<file path="config.mk">
export PLATFORM = sky130hd
export DESIGN_NAME = phase_dimmer
export DESIGN_NICKNAME = d
export VERILOG_FILES = /design/src/rtl/dimmer_pkg.sv /design/src/rtl/duty_meter.sv /design/src/rtl/phase_gen.sv /design/src/rtl/phase_dimmer.sv
export SDC_FILE = /design/constraint.sdc
export NUM_CORES = 1
export LEC_CHECK = 0
export BUFFER_PORTS_ARGS = -buffer_cell sky130_fd_sc_hd__buf_4
export CAP_MARGIN = 15
export CORE_MARGIN = 2
export CORE_UTILIZATION = 55
export CTS_BUF_LIST = sky130_fd_sc_hd__clkbuf_4
export CTS_CLUSTER_SIZE = 20
export DETAILED_ROUTE_END_ITERATION = 12
export PLACE_DENSITY_LB_ADDON = 0.05
export SLEW_MARGIN = 20
export SYNTH_ARGS = -nofsm -noshare
export SYNTH_HDL_FRONTEND = slang
export SYNTH_HIERARCHICAL = 1
export SYNTH_SLANG_ARGS = --single-unit
export TNS_END_PERCENT = 10
</file>
<file path="constraint.sdc">
create_clock -name clk -period 7.8 [get_ports clk]
set_clock_uncertainty 0.15 [all_clocks]
set_input_delay 0.78 -clock clk [delete_from_list [all_inputs] [get_ports clk]]
set_output_delay 0.78 -clock clk [all_outputs]
set_load 0.01 [all_outputs]
</file>
<file path="src/rtl/dimmer_pkg.sv">
package dimmer_pkg;
    localparam int CODE_W = 8;
    localparam int FRAC_W = 4;
    localparam int NUM_CH = 4;

    localparam logic [1:0] SEL_TWO   = 2'd0;
    localparam logic [1:0] SEL_THREE = 2'd1;

    typedef enum logic [1:0] {
        M_IDLE  = 2'd0,
        M_DIV   = 2'd1,
        M_APPLY = 2'd2
    } meter_state_t;
endpackage

</file>
<file path="src/rtl/duty_meter.sv">
module duty_meter
    import dimmer_pkg::*;
#(
    parameter int MEAS_W = 16
) (
    input  logic              clk,
    input  logic              rst_n,
    input  logic              pwm_s,
    output logic [CODE_W-1:0] code
);
    localparam int SCALE_W = CODE_W + FRAC_W;
    localparam int DW      = MEAS_W + SCALE_W;
    localparam int STEP_W  = $clog2(DW + 1);
    localparam logic [SCALE_W-1:0] SCALE = SCALE_W'(((1 << CODE_W) - 1) << FRAC_W);
    localparam logic [SCALE_W:0]   HALF  = (SCALE_W + 1)'(1 << (FRAC_W - 1));

    meter_state_t        state, nxt;
    logic                prev_s, seen, have_per;
    logic [MEAS_W-1:0]   per_cnt, high_cnt, cap_per, rem;
    logic [DW-1:0]       dvd, quo;
    logic [STEP_W-1:0]   step;
    logic                rise, start, stall, take, div_last, far;
    logic [MEAS_W:0]     rem_sh, rem_sub;
    logic [SCALE_W-1:0]  q_frac;
    logic [SCALE_W:0]    q_ext, held_ext;

    assign rise     = pwm_s & ~prev_s;
    assign start    = rise & seen & (state == M_IDLE);
    assign stall    = have_per && ({1'b0, per_cnt} > {cap_per, 1'b0});
    assign rem_sh   = {rem, dvd[DW-1]};
    assign take     = rem_sh >= {1'b0, cap_per};
    assign rem_sub  = rem_sh - {1'b0, cap_per};
    assign div_last = (step == STEP_W'(DW - 1));
    assign q_frac   = (|quo[DW-1:SCALE_W]) ? {SCALE_W{1'b1}} : quo[SCALE_W-1:0];
    assign q_ext    = {1'b0, q_frac};
    assign held_ext = {1'b0, code, {FRAC_W{1'b0}}};
    assign far      = (q_ext >= held_ext + HALF) || (q_ext + HALF <= held_ext);

    always_ff @(posedge clk) begin
        if (!rst_n) state <= M_IDLE;
        else        state <= nxt;
    end

    always_comb begin
        nxt = state;
        unique case (state)
            M_IDLE:  if (start) nxt = M_DIV;
            M_DIV:   if (div_last) nxt = M_APPLY;
            M_APPLY: nxt = M_IDLE;
            default: nxt = M_IDLE;
        endcase
    end

    always_ff @(posedge clk) begin
        if (!rst_n) begin
            prev_s   <= 1'b0;
            seen     <= 1'b0;
            have_per <= 1'b0;
            per_cnt  <= '0;
            high_cnt <= '0;
            cap_per  <= '0;
            dvd      <= '0;
            rem      <= '0;
            quo      <= '0;
            step     <= '0;
            code     <= '0;
        end else begin
            prev_s <= pwm_s;
            if (rise) begin
                seen     <= 1'b1;
                per_cnt  <= MEAS_W'(1);
                high_cnt <= MEAS_W'(1);
            end else begin
                if (~&per_cnt) per_cnt <= per_cnt + 1'b1;
                if (pwm_s && ~&high_cnt) high_cnt <= high_cnt + 1'b1;
            end
            if (start) begin
                cap_per  <= per_cnt;
                have_per <= 1'b1;
                dvd      <= DW'(high_cnt) * DW'(SCALE);
                rem      <= '0;
                quo      <= '0;
                step     <= '0;
            end else if (state == M_DIV) begin
                dvd  <= {dvd[DW-2:0], 1'b0};
                rem  <= take ? rem_sub[MEAS_W-1:0] : rem_sh[MEAS_W-1:0];
                quo  <= {quo[DW-2:0], take};
                step <= step + 1'b1;
            end
            if (stall)
                code <= {CODE_W{pwm_s}};
            else if (state == M_APPLY && far)
                code <= q_frac[SCALE_W-1:FRAC_W];
        end
    end
endmodule

</file>
<file path="src/rtl/phase_gen.sv">
module phase_gen
    import dimmer_pkg::*;
#(
    parameter int PER_W = 16
) (
    input  logic              clk,
    input  logic              rst_n,
    input  logic [PER_W-1:0]  period,
    input  logic [CODE_W-1:0] code,
    input  logic              direct,
    input  logic              pwm_s,
    input  logic [1:0]        ch_sel,
    output logic [NUM_CH-1:0] ch_en,
    output logic [CODE_W-1:0] active_code
);
    localparam int PROD_W = PER_W + CODE_W;

    logic [PER_W-1:0]  pcnt, spacing, raw_len, on_len;
    logic [PROD_W-1:0] prod;
    logic [2:0]        n_act;
    logic              wrap, full, none;
    logic [NUM_CH-1:0] next_en;

    assign wrap    = (period == '0) || (pcnt >= period - PER_W'(1));
    assign spacing = (ch_sel == SEL_TWO) ? (period >> 1) : (period >> 2);
    assign n_act   = (ch_sel == SEL_TWO) ? 3'd2 : (ch_sel == SEL_THREE) ? 3'd3 : 3'd4;
    assign prod    = PROD_W'(active_code) * PROD_W'(period);
    assign raw_len = prod[PROD_W-1:CODE_W];
    assign on_len  = (raw_len == '0) ? PER_W'(1) : raw_len;
    assign full    = &active_code;
    assign none    = (active_code == '0);

    for (genvar k = 0; k < NUM_CH; k++) begin : g_ch
        logic [PER_W+1:0] off_w;
        logic [PER_W-1:0] off;
        logic [PER_W:0]   rel;
        logic             hit, en_k;
        assign off_w = (PER_W + 2)'(k) * {2'b00, spacing};
        assign off   = off_w[PER_W-1:0];
        assign rel   = (pcnt >= off) ? ({1'b0, pcnt} - {1'b0, off})
                                     : ({1'b0, pcnt} + {1'b0, period} - {1'b0, off});
        assign hit   = rel < {1'b0, on_len};
        assign en_k  = (3'(k) < n_act);
        assign next_en[k] = en_k & (direct ? pwm_s : (full | (~none & hit)));
    end

    always_ff @(posedge clk) begin
        if (!rst_n) begin
            pcnt        <= '0;
            active_code <= '0;
            ch_en       <= '0;
        end else begin
            pcnt  <= wrap ? '0 : pcnt + 1'b1;
            if (wrap) active_code <= code;
            ch_en <= next_en;
        end
    end
endmodule

</file>
<file path="src/rtl/phase_dimmer.sv">
module phase_dimmer
    import dimmer_pkg::*;
#(
    parameter int MEAS_W = 16,
    parameter int PER_W  = 16
) (
    input  logic              clk,
    input  logic              rst_n,
    input  logic              pwm_in,
    input  logic              direct_mode,
    input  logic [1:0]        ch_sel,
    input  logic [PER_W-1:0]  dim_period,
    output logic [NUM_CH-1:0] ch_en,
    output logic [CODE_W-1:0] duty_code
);
    logic              sync_a, sync_b;
    logic [CODE_W-1:0] active_code;

    always_ff @(posedge clk) begin
        if (!rst_n) begin
            sync_a <= 1'b0;
            sync_b <= 1'b0;
        end else begin
            sync_a <= pwm_in;
            sync_b <= sync_a;
        end
    end

    duty_meter #(.MEAS_W(MEAS_W)) u_meter (
        .clk   (clk),
        .rst_n (rst_n),
        .pwm_s (sync_b),
        .code  (duty_code)
    );

    phase_gen #(.PER_W(PER_W)) u_phase (
        .clk         (clk),
        .rst_n       (rst_n),
        .period      (dim_period),
        .code        (duty_code),
        .direct      (direct_mode),
        .pwm_s       (sync_b),
        .ch_sel      (ch_sel),
        .ch_en       (ch_en),
        .active_code (active_code)
    );
endmodule

</file>
# [Word level (Yosys, flattened, before mapping)]
# Cells that the tools add are included.
[totals] ff_bits=164 input_bits=22 output_inout_bits=12 word_cells=126
[classes] n_addsub=15 n_mul=3 order_cmp=17 n_eq_ne=7 n_mux=25 n_bitwise=18 reduce_logical=22
[ops] cell="$lt A17 B16 Y1" n=4
[ops] cell="$mux W17" n=4
[ops] cell="$ge A16 B16 Y1" n=4
[ops] cell="$mux W28" n=2
[ops] cell="$sub A16 B16 Y17" n=3
[ops] cell="$sub A17 B16 Y17" n=3
[ops] cell="$add A16 B1 Y16 const B" n=3
[ops] cell="$logic_not A16 Y1" n=2
[ops] cell="$mux W16" n=2
[ops] cell="$reduce_and A16 Y1" n=2
[ops] cell="$add A12 B4 Y13 const B" n=2
[ops] cell="$mul A16 B8 Y24 const B" n=1
[ops] cell="$mul A8 B16 Y24" n=1
[ops] cell="$add A16 B16 Y17" n=1
[ops] cell="$ge A17 B16 Y1" n=1
[ops] cell="$gt A16 B17 Y1" n=1
[ops] cell="$ge A16 B1 Y1 const B" n=1
[ops] cell="$mul A2 B16 Y16 const A" n=1
[ops] cell="$mux W8" n=2
[ops] cell="$reduce_or A16 Y1" n=1
[ops] cell="$sub A16 B1 Y16 const B" n=1
[ops] cell="$sub A16 B16 Y16" n=1
[ops] cell="$mux W15" n=1
[ops] cell="$ge A12 B13 Y1" n=1
[ops] cell="25 further kinds" n=62

# [Logic depth before layout (Yosys ltp)]
[depth] word_depth=10 depth_mapped=34 ltp_nobuf=32

# [By module]
# Netlist, hierarchy kept.
[modules_own_cells] module="phase_gen" n_inst=1 cells_each=1674 area_each_um2=13090.1
[modules_own_cells] module="duty_meter" n_inst=1 cells_each=1234 area_each_um2=10486.3
[modules_own_cells] module="phase_dimmer" n_inst=1 cells_each=4 area_each_um2=52.6

# [Worst setup path before layout]
# Ideal clock, no wire load.
[synth_timing] path_kind="input to register" start="input ch_sel[0]" end="register u_phase.ch_en[3]" setup_ns=0.103 t_arrival_ns=7.738 slack_ns=-0.191 stages=32 path_cell_list="nor2_1 clkbuf_1 mux2_2 ha_1 fa_1 a21o_1 a21oi_1 o21bai_1 a21oi_1 o21bai_1 a211o_1 a2111oi_0 nor2_1 xnor2_1 ha_1 and2_1 nand2_1 nor4_1 a21o_1 nor3_1 a21oi_2 clkbuf_1 o21ai_0 ha_1 a21o_1 a21o_1 a21oi_1 nand3b_1 a211o_1 a21oi_1 a31oi_1 a2111oi_2"
[synth_between] elab_chain_cells=10 elab_cells_between_ends=16 cone_classes="add/sub (2); mul (1); order compare (3); eq/ne (1); mux (5); bitwise (3); reduce/logical (1)"
[synth_lines] item="from (decl)" line="phase_dimmer.sv:11" source="input logic [1:0] ch_sel,"
[synth_lines] item="$logic_not A2 Y1" line="phase_gen.sv:25, phase_gen.sv:26"
[synth_lines] item="$mux W15" line="phase_gen.sv:25" source="assign spacing = (ch_sel == SEL_TWO) ? (period >> 1) : (period >> 2);"
[synth_lines] item="$mul A2 B16 Y16" line="phase_gen.sv:38" source="assign off_w = (PER_W + 2)'(k) * {2'b00, spacing};"
[synth_lines] item="$sub A17 B16 Y17, or another cell as far along" line="phase_gen.sv:41" source=": ({1'b0, pcnt} + {1'b0, period} - {1'b0, off});"
[synth_lines] item="$mux W17" line="phase_gen.sv:40" source="assign rel = (pcnt >= off) ? ({1'b0, pcnt} - {1'b0, off})"
[synth_lines] item="$lt A17 B16 Y1" line="phase_gen.sv:42" source="assign hit = rel < {1'b0, on_len};"
[synth_lines] item="$and A1 B1 Y1" line="phase_gen.sv:44" source="assign next_en[k] = en_k & (direct ? pwm_s : (full | (~none & hit)));"
[synth_lines] item="$or A1 B1 Y1" line="phase_gen.sv:44"
[synth_lines] item="$mux W1" line="phase_gen.sv:44"
[synth_lines] item="$and A1 B1 Y1 *" line="phase_gen.sv:44"
[synth_lines] item="to (signal assigned)" line="phase_gen.sv:55" source="ch_en <= next_en;"
[synth_lines] item="to (decl)" line="phase_gen.sv:13" source="output logic [NUM_CH-1:0] ch_en,"
# Mark *: on every way between the ends. The rest lies on a longest branch, timed or not.
# A chain may end at the register's enable or synchronous reset.

# [Final worst setup path]
# Ends and elaborated chain as after synthesis.

==> metrics.log <==
[metrics] critical path endpoint category: register
[metrics] CTS root buf: clkbuf_4
[metrics] final max-slew violation count: 0
[metrics] crit path max-delay cell type: fa_1
[metrics] clock edge transition at the registers on the reported setup and hold paths: 0.19 ns
[metrics] proportion of synthesized flip-flops having asynchronous set or reset: 0
[metrics] setup bufs post-CTS: 0
[metrics] pin count of the biggest net entering global routing: 80
[metrics] Req. time, crit path: 8.21 ns
[metrics] Finished Layout Cells: around 3,500
[metrics] RD Place Congestion: about 1
[metrics] warning count from the yosys run: 6
[metrics] buffer depth of the longest clock path: 2
[metrics] clock network latency to the later pin of the worst-skew pair: 0.64 ns
[metrics] area of placed instances: around 0.024 mm^2
[metrics] fin nets: between 3,000 and 4,000
[metrics] number of enable-type register cells in the synthesized netlist: 0
[metrics] initial antenna violation count: 2
[metrics] final setup violation count: 0
[metrics] number of synthesized register bits: approximately 160
[metrics] final design area excluding fillers: around 0.025 mm^2
[metrics] unrepaired setup endpoints after global routing: no
[metrics] worst hold slack after final layout: 0.241 ns
[metrics] total power density per cell area: ~110 mW/mm^2
[metrics] per-instance average area after synthesis: just over 8 um^2
[metrics] list of most frequent post-synthesis cells: ha_1, inv_1, nand2_1, a21oi_1, nor2_1
[metrics] result of the run: completed
[metrics] overall overflow remaining after global route: 0
[metrics] timing-limited maximum frequency: about 0.13 GHz
[metrics] DR vias/cell: roughly 5.9
[metrics] number of global-route vias before repair: 19,941
[metrics] number of buffers created by CTS: 17
[metrics] total of fill cells in the finished design: approximately 3,900
[metrics] total number of vias: around 20,000
[metrics] Port Buffers: 33
[metrics] family with the most delay on the worst path: compound AO/OA/AOI/OAI gates
[metrics] cells taking the most area after synthesis: ha_1, dfxtp_1, fa_1
[metrics] count of standard-cell rows: 75
[metrics] fraction of final layout cells sized beyond drive strength 1: 0.0583
[metrics] sequential element share of the synthesized area: 0.139
[metrics] final setup margin: 0.339 ns
[metrics] TritonCTS sink count: roughly 160
[metrics] leakage power: ~12 nW
[metrics] fin crit period: about 7.5 ns
[metrics] number of iterations in the first detailed-routing pass: 5
[metrics] crit-path max FO: 18
[metrics] summed instance area of the synthesized netlist: roughly 0.024 mm^2
[metrics] Area Growth Syn to Fin: 4.97%
[metrics] First DRT Iteration DRCs: about 1,400
[metrics] synthesized netlist cell count: 2,912
[metrics] Fin Setup TNS: 0 ns
[metrics] type of the worst min-delay path: input port to register
[metrics] routed wire length per instance: around 19 um
[metrics] sum of net half-perimeters after detailed placement: between 50,000 and 60,000 um
[metrics] WP depth: 33
[metrics] arrival time of the worst setup path: between 7 and 8 ns
[metrics] post-synth cell types: 91
[metrics] number of buffers and inverters on the critical path: 3
[metrics] reg2reg path depth: 21
[metrics] Max stage delay on crit path: ~0.42 ns
[metrics] number of placed instances, taps included: ~3,400
[metrics] Tightest Pin Transition: roughly 1.2 ns
[metrics] cell type with the largest total area after synthesis: ha_1
[metrics] total length of routed wires: between 60,000 and 70,000 um
[metrics] cell with the most instances after synthesis: ha_1
[metrics] Peak VDD IR: 0.000111 V
[metrics] startpoint kind of the worst setup timing path: input port
[metrics] DR DRC count: 0
[metrics] cell count of the worst hold path: 2
[metrics] synthesized net count: 3,438
[metrics] most used flip-flop cell after synthesis: dfxtp_1
[metrics] Routed Antenna Nets: 0
[metrics] H-tree lvl count: 4
[metrics] I/O pin total: 34
[metrics] starting utilization of the core area: 0.561
[metrics] x dimension of the die: roughly 210 um
[metrics] final clock period utilization by the worst path: 0.957
[metrics] Die Ht: 211 um
[metrics] number of maximum-capacitance constraint violations: 0
[metrics] Final Hold Fails: 0
[metrics] GR Util All Layers: 0.294
[metrics] pre-CTS setup slack: -0.151 ns
[metrics] Rel. slew slack: 0.189
[metrics] area of the die: about 0.045 mm^2
[metrics] core region area: 0.0421 mm^2
[metrics] TritonCTS clock tree: built
[metrics] critical setup path kind: input port to register
[metrics] global-route wire length before repair: 104,000 um
[metrics] top-area cell type share of the netlist area: 0.181
registers in the layout (all words and copies together) (netlist names):
signal / cells
u_meter/quo: 28
u_meter/dvd: 24
u_meter/cap_per: 16
u_meter/high_cnt: 16
u_meter/per_cnt: 16
u_meter/rem: 16
u_phase/pcnt: 16
u_meter/code: 8
u_phase/active_code: 8
u_meter/step: 5
u_phase/ch_en: 4
u_meter/state: 2
sync_a: 1
sync_b: 1
u_meter/have_per: 1
u_meter/prev_s: 1
u_meter/seen: 1
per-stage QoR:
stage,total power [mW],util
after global routing,2.94,0.589
after global placement,2.14,0.581
after floorplan,1.81,-
after CTS,2.76,0.588
after detailed placement,2.16,0.581
final,2.75,0.589
cells in the final DEF (no fill, tap or decap), types with 19 or more instances in the layout:
cell	instances
nand2b_1	23
a21oi_1	206
and3_1	21
xnor2_1	122
nand2_1	268
o21bai_1	19
o21a_1	29
nand3_1	76
nand4_1	41
a21o_1	83
a31oi_1	37
fa_1	163
nor3_1	46
ha_1	341
a21boi_0	29
mux2i_1	36
and2_1	122
nor2b_1	31
xor2_1	77
nor2_1	189
buf_4	71
or3_1	21
o21ai_0	104
inv_1	302
dfxtp_1	160
worst paths after layout:
kind | startpoint | end | slack [ns]
min reg2reg | sync_a$_SDFF_PN0_ | sync_b$_SDFF_PN0_ | 0.31
max reg2reg | u_phase/active_code[6]$_SDFFE_PN0P_ | u_phase/ch_en[1]$_SDFF_PN0_ | 0.56
min | pwm_in | sync_a$_SDFF_PN0_ | 0.24
max | ch_sel[0] | u_phase/ch_en[3]$_SDFF_PN0_ | 0.34
power breakdown:
group          total [mW]  internal, mW  switching, mW
clock               0.574         0.184          0.390
sequential          0.858         0.846         0.0124
combinational        1.32         0.548          0.772
total                2.75          1.58           1.17
routing by layer:
metal	routed length [um]	part of all wire	GRT usage
met5	0	0	0
met4	2130	0.033	0.108
met3	2790	0.044	0.0315
met2	30300	0.47	0.504
met1	28700	0.45	0.382
final cells by class:
cell class,count,area [um^2],share of cell area
Antenna cell,3,7.51,0.000303
Inverter,303,1140,0.0459
Tap cell,539,674,0.0272
Multi-Input combinational cell,2345,18800,0.759
Clock inverter,15,203,0.00817
Timing Repair Buffer,71,533,0.0215
Clock buffer,17,128,0.00515
Sequential cell,164,3290,0.133
kinds of logic (layout without fill, tap and decap cells):
group	Yosys count	in the layout	synth area share
fa+ha+maj	504	504	0.319
flops	164	164	0.139
xor+xnor	199	199	0.0738
buf+inv	403	406	0.0652
other cells	0	3	0
mux	51	51	0.0224
compound gates	682	682	0.192
simple gates	909	909	0.190
timing repair:
item / in CTS / in global routing
setup endpoints to repair: 0 / 1
resized for setup: 0 / 4
hold buffers: 0 / 0
Power figures use the tool's default switching activity.
